[config.mk]
export PLATFORM = sky130hd
export DESIGN_NAME = adc_serial_port
export DESIGN_NICKNAME = d
export VERILOG_FILES = /design/src/rtl/adc_sp_pkg.sv /design/src/rtl/adc_sp_edge.sv /design/src/rtl/adc_sp_ctrl.sv /design/src/rtl/adc_sp_dpath.sv /design/src/rtl/adc_serial_port.sv
export SDC_FILE = /design/constraint.sdc
export NUM_CORES = 1
export LEC_CHECK = 0
export ABC_AREA = 1
export BUFFER_PORTS_ARGS = -buffer_cell sky130_fd_sc_hd__buf_2
export CAP_MARGIN = 20
export CORE_MARGIN = 3
export CORE_UTILIZATION = 39
export DETAILED_ROUTE_END_ITERATION = 16
export SLEW_MARGIN = 20
export SYNTH_ARGS = -nofsm -noshare
export SYNTH_HDL_FRONTEND = slang
export SYNTH_SLANG_ARGS = --single-unit
[constraint.sdc]
create_clock -name clk -period 1.48 [get_ports clk]
set_input_delay 0.074 -clock clk [delete_from_list [all_inputs] [get_ports clk]]
set_output_delay 0.074 -clock clk [all_outputs]
set_load 0.005 [all_outputs]
[src/rtl/adc_sp_pkg.sv]
package adc_sp_pkg;

  typedef enum logic [1:0] {
    PH_ACQ  = 2'd0,
    PH_CONV = 2'd1,
    PH_READ = 2'd2
  } phase_e;

  // Strobes from control to datapath; at most one output action per cycle.
  typedef struct packed {
    logic idleLow;   // drive the line low while idle and both host lines low
    logic relOut;    // release the line (high impedance)
    logic capture;   // take the result word into the holding register
    logic busyLoad;  // load the shifter and drive the busy bit
    logic shiftOut;  // launch the next result bit
  } dp_strb_t;

endpackage

[src/rtl/adc_sp_edge.sv]
module adc_sp_edge #(
  parameter int N = 2
) (
  input  logic         clk,
  input  logic         rst,
  input  logic [N-1:0] din,
  output logic [N-1:0] rise,
  output logic [N-1:0] fall
);

  logic [N-1:0] prevLvl;

  always_ff @(posedge clk) begin
    if (rst) prevLvl <= '0;
    else     prevLvl <= din;
  end

  for (genvar gi = 0; gi < N; gi++) begin : g_edge
    assign rise[gi] = din[gi] & ~prevLvl[gi];
    assign fall[gi] = ~din[gi] & prevLvl[gi];
  end

endmodule

[src/rtl/adc_sp_ctrl.sv]
module adc_sp_ctrl
  import adc_sp_pkg::*;
#(
  parameter  int DATA_W      = 18,
  parameter  int CONV_CYCLES = 40,
  localparam int BIT_W       = $clog2(DATA_W + 2),
  localparam int CNT_W       = $clog2(CONV_CYCLES + 1)
) (
  input  logic             clk,
  input  logic             rst,
  input  logic             cnvst,
  input  logic             sdi,
  input  logic             cnvstRise,
  input  logic             sclkFall,
  input  logic             convDone,
  output dp_strb_t         strb,
  output phase_e           phase,
  output logic [BIT_W-1:0] bitCnt
);

  logic [CNT_W-1:0] convCnt, nConv;
  logic             doneSeen, nDone;
  logic [BIT_W-1:0] nBit;
  phase_e           nPhase;
  logic             convLast, doneNow;

  assign convLast = (convCnt == CNT_W'(CONV_CYCLES - 1));
  assign doneNow  = doneSeen | convDone;

  always_comb begin
    nPhase = phase;
    nConv  = convCnt;
    nDone  = doneSeen;
    nBit   = bitCnt;
    strb   = '0;
    unique case (phase)
      PH_ACQ: begin
        nBit = '0;
        if (cnvstRise && sdi) begin
          nPhase      = PH_CONV;
          nConv       = '0;
          nDone       = 1'b0;
          strb.relOut = 1'b1;
        end else if (!cnvst && !sdi) begin
          strb.idleLow = 1'b1;
        end else begin
          strb.relOut = 1'b1;
        end
      end
      PH_CONV: begin
        strb.capture = convDone;
        if (convDone) nDone = 1'b1;
        if (convLast && doneNow) begin
          nDone = 1'b0;
          nBit  = '0;
          if (!sdi) begin
            nPhase        = PH_READ;
            strb.busyLoad = 1'b1;
          end else begin
            nPhase      = PH_ACQ;
            strb.relOut = 1'b1;
          end
        end else begin
          strb.relOut = 1'b1;
          if (!convLast) nConv = convCnt + 1'b1;
        end
      end
      PH_READ: begin
        if (cnvstRise) begin
          strb.relOut = 1'b1;
          nBit        = '0;
          if (sdi) begin
            nPhase = PH_CONV;
            nConv  = '0;
            nDone  = 1'b0;
          end else begin
            nPhase = PH_ACQ;
          end
        end else if (sclkFall) begin
          if (bitCnt == BIT_W'(DATA_W)) begin
            strb.relOut = 1'b1;
            nPhase      = PH_ACQ;
            nBit        = '0;
          end else begin
            strb.shiftOut = 1'b1;
            nBit          = bitCnt + 1'b1;
          end
        end
      end
      default: begin
        nPhase      = PH_ACQ;
        nBit        = '0;
        strb.relOut = 1'b1;
      end
    endcase
  end

  always_ff @(posedge clk) begin
    if (rst) begin
      phase    <= PH_ACQ;
      convCnt  <= '0;
      doneSeen <= 1'b0;
      bitCnt   <= '0;
    end else begin
      phase    <= nPhase;
      convCnt  <= nConv;
      doneSeen <= nDone;
      bitCnt   <= nBit;
    end
  end

endmodule

[src/rtl/adc_sp_dpath.sv]
module adc_sp_dpath
  import adc_sp_pkg::*;
#(
  parameter int DATA_W = 18
) (
  input  logic              clk,
  input  logic              rst,
  input  dp_strb_t          strb,
  input  logic [DATA_W-1:0] resultWord,
  output logic              sdo,
  output logic              sdoOe
);

  logic [DATA_W-1:0] holdReg;
  logic [DATA_W-1:0] shiftReg;
  logic [DATA_W-1:0] loadWord;

  // A strobe in the final conversion cycle bypasses the holding register.
  assign loadWord = strb.capture ? resultWord : holdReg;

  always_ff @(posedge clk) begin
    if (rst) begin
      holdReg <= '0;
    end else if (strb.capture) begin
      holdReg <= resultWord;
    end
  end

  always_ff @(posedge clk) begin
    if (rst) begin
      shiftReg <= '0;
    end else if (strb.busyLoad) begin
      shiftReg <= loadWord;
    end else if (strb.shiftOut) begin
      shiftReg <= {shiftReg[DATA_W-2:0], 1'b0};
    end
  end

  always_ff @(posedge clk) begin
    if (rst) begin
      sdo   <= 1'b0;
      sdoOe <= 1'b0;
    end else if (strb.busyLoad || strb.idleLow) begin
      sdo   <= 1'b0;
      sdoOe <= 1'b1;
    end else if (strb.shiftOut) begin
      sdo   <= shiftReg[DATA_W-1];
    end else if (strb.relOut) begin
      sdoOe <= 1'b0;
    end
  end

endmodule

[src/rtl/adc_serial_port.sv]
module adc_serial_port
  import adc_sp_pkg::*;
#(
  parameter  int DATA_W      = 18,
  parameter  int CONV_CYCLES = 40,
  localparam int BIT_W       = $clog2(DATA_W + 2)
) (
  input  logic              clk,
  input  logic              rst,
  input  logic              cnvst,
  input  logic              sdi,
  input  logic              sclk,
  input  logic              convDone,
  input  logic [DATA_W-1:0] resultWord,
  output logic              sdo,
  output logic              sdoOe
);

  logic [1:0]       riseVec, fallVec;
  logic             cnvstRise, sclkFall;
  dp_strb_t         strb;
  phase_e           phase;
  logic [BIT_W-1:0] bitCnt;

  adc_sp_edge #(.N(2)) edge_i (
    .clk  (clk),
    .rst  (rst),
    .din  ({sclk, cnvst}),
    .rise (riseVec),
    .fall (fallVec)
  );

  assign cnvstRise = riseVec[0];
  assign sclkFall  = fallVec[1];

  adc_sp_ctrl #(.DATA_W(DATA_W), .CONV_CYCLES(CONV_CYCLES)) ctrl_i (
    .clk       (clk),
    .rst       (rst),
    .cnvst     (cnvst),
    .sdi       (sdi),
    .cnvstRise (cnvstRise),
    .sclkFall  (sclkFall),
    .convDone  (convDone),
    .strb      (strb),
    .phase     (phase),
    .bitCnt    (bitCnt)
  );

  adc_sp_dpath #(.DATA_W(DATA_W)) dpath_i (
    .clk        (clk),
    .rst        (rst),
    .strb       (strb),
    .resultWord (resultWord),
    .sdo        (sdo),
    .sdoOe      (sdoOe)
  );

endmodule

==> out/results.ini <==
[final_layout]
antenna_cells=0
drive_above_1_share=0.1883
final_nets=472
synthToLayoutAreaGrowth_pct=21.09
final-seq-area_mm2=0.001085
multi_input_area_mm2=0.001388
stdcell_count=523
fillers=666

[placement]
post-place-ws_ns=-0.1594
place_inst=513
gp_congestion=0.8214
hpwl_um=4227
io_buffers=25

[die]
die_h_um=88.45
io_pins=26
rows=29
dieArea_mm2=0.007823
initial_core_util=0.4105
core_area_mm2=0.006459
die_x_um=88.45

[worst_setup_path]
critPathArrivalTime_ns=1.63
path_cells=ha_4 > nand3_1 > nor2_4 > nand3_2 > buf_4 > nand3_1 > nand2_1 > nand2_1 > nand2_1
cp-end-kind=register
rr_worst_depth=9
crit_path_top_delay_cell=dfxtp_2
worstSetupPathType=register to register
rrSetupSlack_ns=0.05
cpMostUsedCell=nand2_1
critPathMaxFanout=3
crit_family=simple AND/OR/NAND/NOR gates
cp-start-kind=register
critPathMaxStageDelay_ns=0.36
crit_required_ns=1.68
cp.buffers_inverters=1
cp.depth=9

[sta]
fin_setup_tns_ns=0
clock_skew_ns=0.009732
hold-worst-slack_ns=0.01752
setup_violations=0
max_freq_mhz=698.2
rsz0062_at_grt=true
finalHoldViolCount=0
finalCriticalPeriod_ns=1.432
max_slew_margin=0.7347
finalWorstSetupSlack_ns=0.04777
tightest_slew_ns=0.3970
drv_slew=0
period_share=0.9677

[global_route]
track_usage=0.1762
grt_pass1_wl_um=11020
grt_start_max_net_pins=35
overflow=0
antenna_found_initial=0
grt_pass1_vias=2504

[hold_path]
hp-class=input port to register
hold_path_depth=3

[synth]
synth_seq_area_share=0.4077
synth_area_leader_cell=dfxtp_1
avgSynthCellArea_um2=6.530
syn_area_mm2=0.002651
yosys_warnings=0
syn_nets=433
synth_cell_types=28
synth_area_leaders=dfxtp_1 (41%), nand2_1 (18%), nor2_1 (10%), a21oi_1 (6.0%), nand4_1 (5.0%)
synth_seq_cells=54
synthCells=406
yosys.area.top_type_share=0.4077

[cts]
cts_sinks=54
cts_buffers=5
insertion_delay_ns=0.31
root_buffer=clkbuf_8
cts_max_path_buffers=2
clk_pin_slew_ns=0.10
htree_num_levels=2
tritoncts=done

[power_and_ir_drop]
total_power_uw=2946
powerDensity_mw_per_mm2=917.7
peakVddDrop_uv=509.5
p_leak_uw=0.001456

[routing]
route.detailed.drc=0
wire_per_inst_um=12.24
drtAntennaViolNets=0
viasPerCell=4.906
routed_wl_um=6399
dr.pass1.iters=4
drt-initial-drc-count=93
vias=2566

[outcome]
status=complete, no violations

[run]
drv_cap=0

cells in the mapped netlist, drive strengths merged:
cell type	number
a21oi	32
and3	1
buf	12
clkbuf	4
clkinv	1
dfxtp	54
ha	3
inv	40
nand2	129
nand3	21
nand4	21
nor2	77
nor3	1
nor3b	1
o21ai	4
or2	4
xor2	1
worst paths after layout:
path | startpoint | to
worst max-delay path | ctrl_i.convCnt[0] | dpath_i.shiftReg[11]
worst min register to register | dpath_i.shiftReg[0] | dpath_i.shiftReg[0]
worst min-delay path | cnvst | edge_i.prevLvl[0]
worst max register to register | ctrl_i.convCnt[0] | dpath_i.shiftReg[11]
cells by family (layout without fill, tap and decap cells):
group,count (synthesis),in the layout,synth area share
fa+ha+maj,3,3,0.01416
xor+xnor,1,1,0.003304
simple gates,255,255,0.4172
compound gates,36,36,0.06796
buf+inv,57,97,0.08966
flops,54,54,0.4077
layout make-up:
| class | instances | area share |
|---|---|---|
| tap | 77 | 0.03001 |
| clock buffer | 6 | 0.02572 |
| clock inverter | 2 | 0.01871 |
| sequential | 54 | 0.3379 |
| inverter | 41 | 0.04793 |
| timing repair buffer | 48 | 0.1076 |
| multi-input combinational | 295 | 0.4322 |
where the power goes:
group / total (µW) / switching (µW) / internal [µW] / leakage, µW
Combinational: 238 / 143 / 95.1 / 0.000946
Sequential: 1490 / 11.1 / 1480 / 0.000438
Clock: 1220 / 496 / 722 / 0.0000714
Total: 2950 / 650 / 2300 / 0.00146
repair_timing:
action,4_1_cts,5_1_grt
pin swaps,1,1
hold buffers,1,0
hold endpoints to repair,1,0
endpoints found under the setup margin,17,25
resized for setup,6,10
buffers inserted,1,0
state kept, by name, indices dropped and copies added, names as in the netlist:
register          count
dpath_i.holdReg      18
dpath_i.shiftReg     18
ctrl_i.convCnt        6
ctrl_i.bitCnt         5
ctrl_i.phase          2
edge_i.prevLvl        2
ctrl_i.doneSeen       1
dpath_i.sdo           1
dpath_i.sdoOe         1
through the flow:
| step | util | area, µm² |
|---|---|---|
| floorplan | - | 2659 |
| global route | 0.4971 | 3211 |
| CTS | 0.4915 | 3174 |
| finish | 0.4971 | 3211 |
| global placement | 0.4632 | 2992 |
| detailed placement | 0.4632 | 2992 |
tightest hold or removal path: stages:
cell	delay, ns
buf_2	0.12
inv_1	0.06
nor2_1	0.04
placed cells by master (no fill, tap or decap):
cell type        n
nand2_1        123
nor2_1          71
dfxtp_1         51
inv_1           34
a21oi_1         31
buf_2           25
nand4_1         21
nand3_1         18
buf_4           18
inv_2            7
clkbuf_8         6
nand2_2          4
nor2_4           4
dfxtp_2          3
buf_12           3
nor2_2           2
nand3_2          2
o21ai_0          2
or2_1            2
or2_2            2
o21ai_1          2
ha_1             2
bufinv_16        2
nand2_4          1
nand3_4          1
nand2_8          1
nor3_1           1
a21oi_2          1
nor3b_1          1
xor2_1           1
and3_1           1
ha_4             1
dlygate4sd3_1    1
buf_8            1
metal layers:
| metal | part of all wire | GRT usage | up-vias |
|---|---|---|---|
| met2 | 0.48 | 0.3080 | 46 |
| met5 | 0 | 0 | - |
| met1 | 0.47 | 0.2233 | 1163 |
| li1 | - | - | 1352 |
| met3 | 0.039 | 0.03166 | 5 |
| met4 | 0.0070 | 0.04670 | 0 |
No activity file was read; power rests on OpenSTA's default activity.
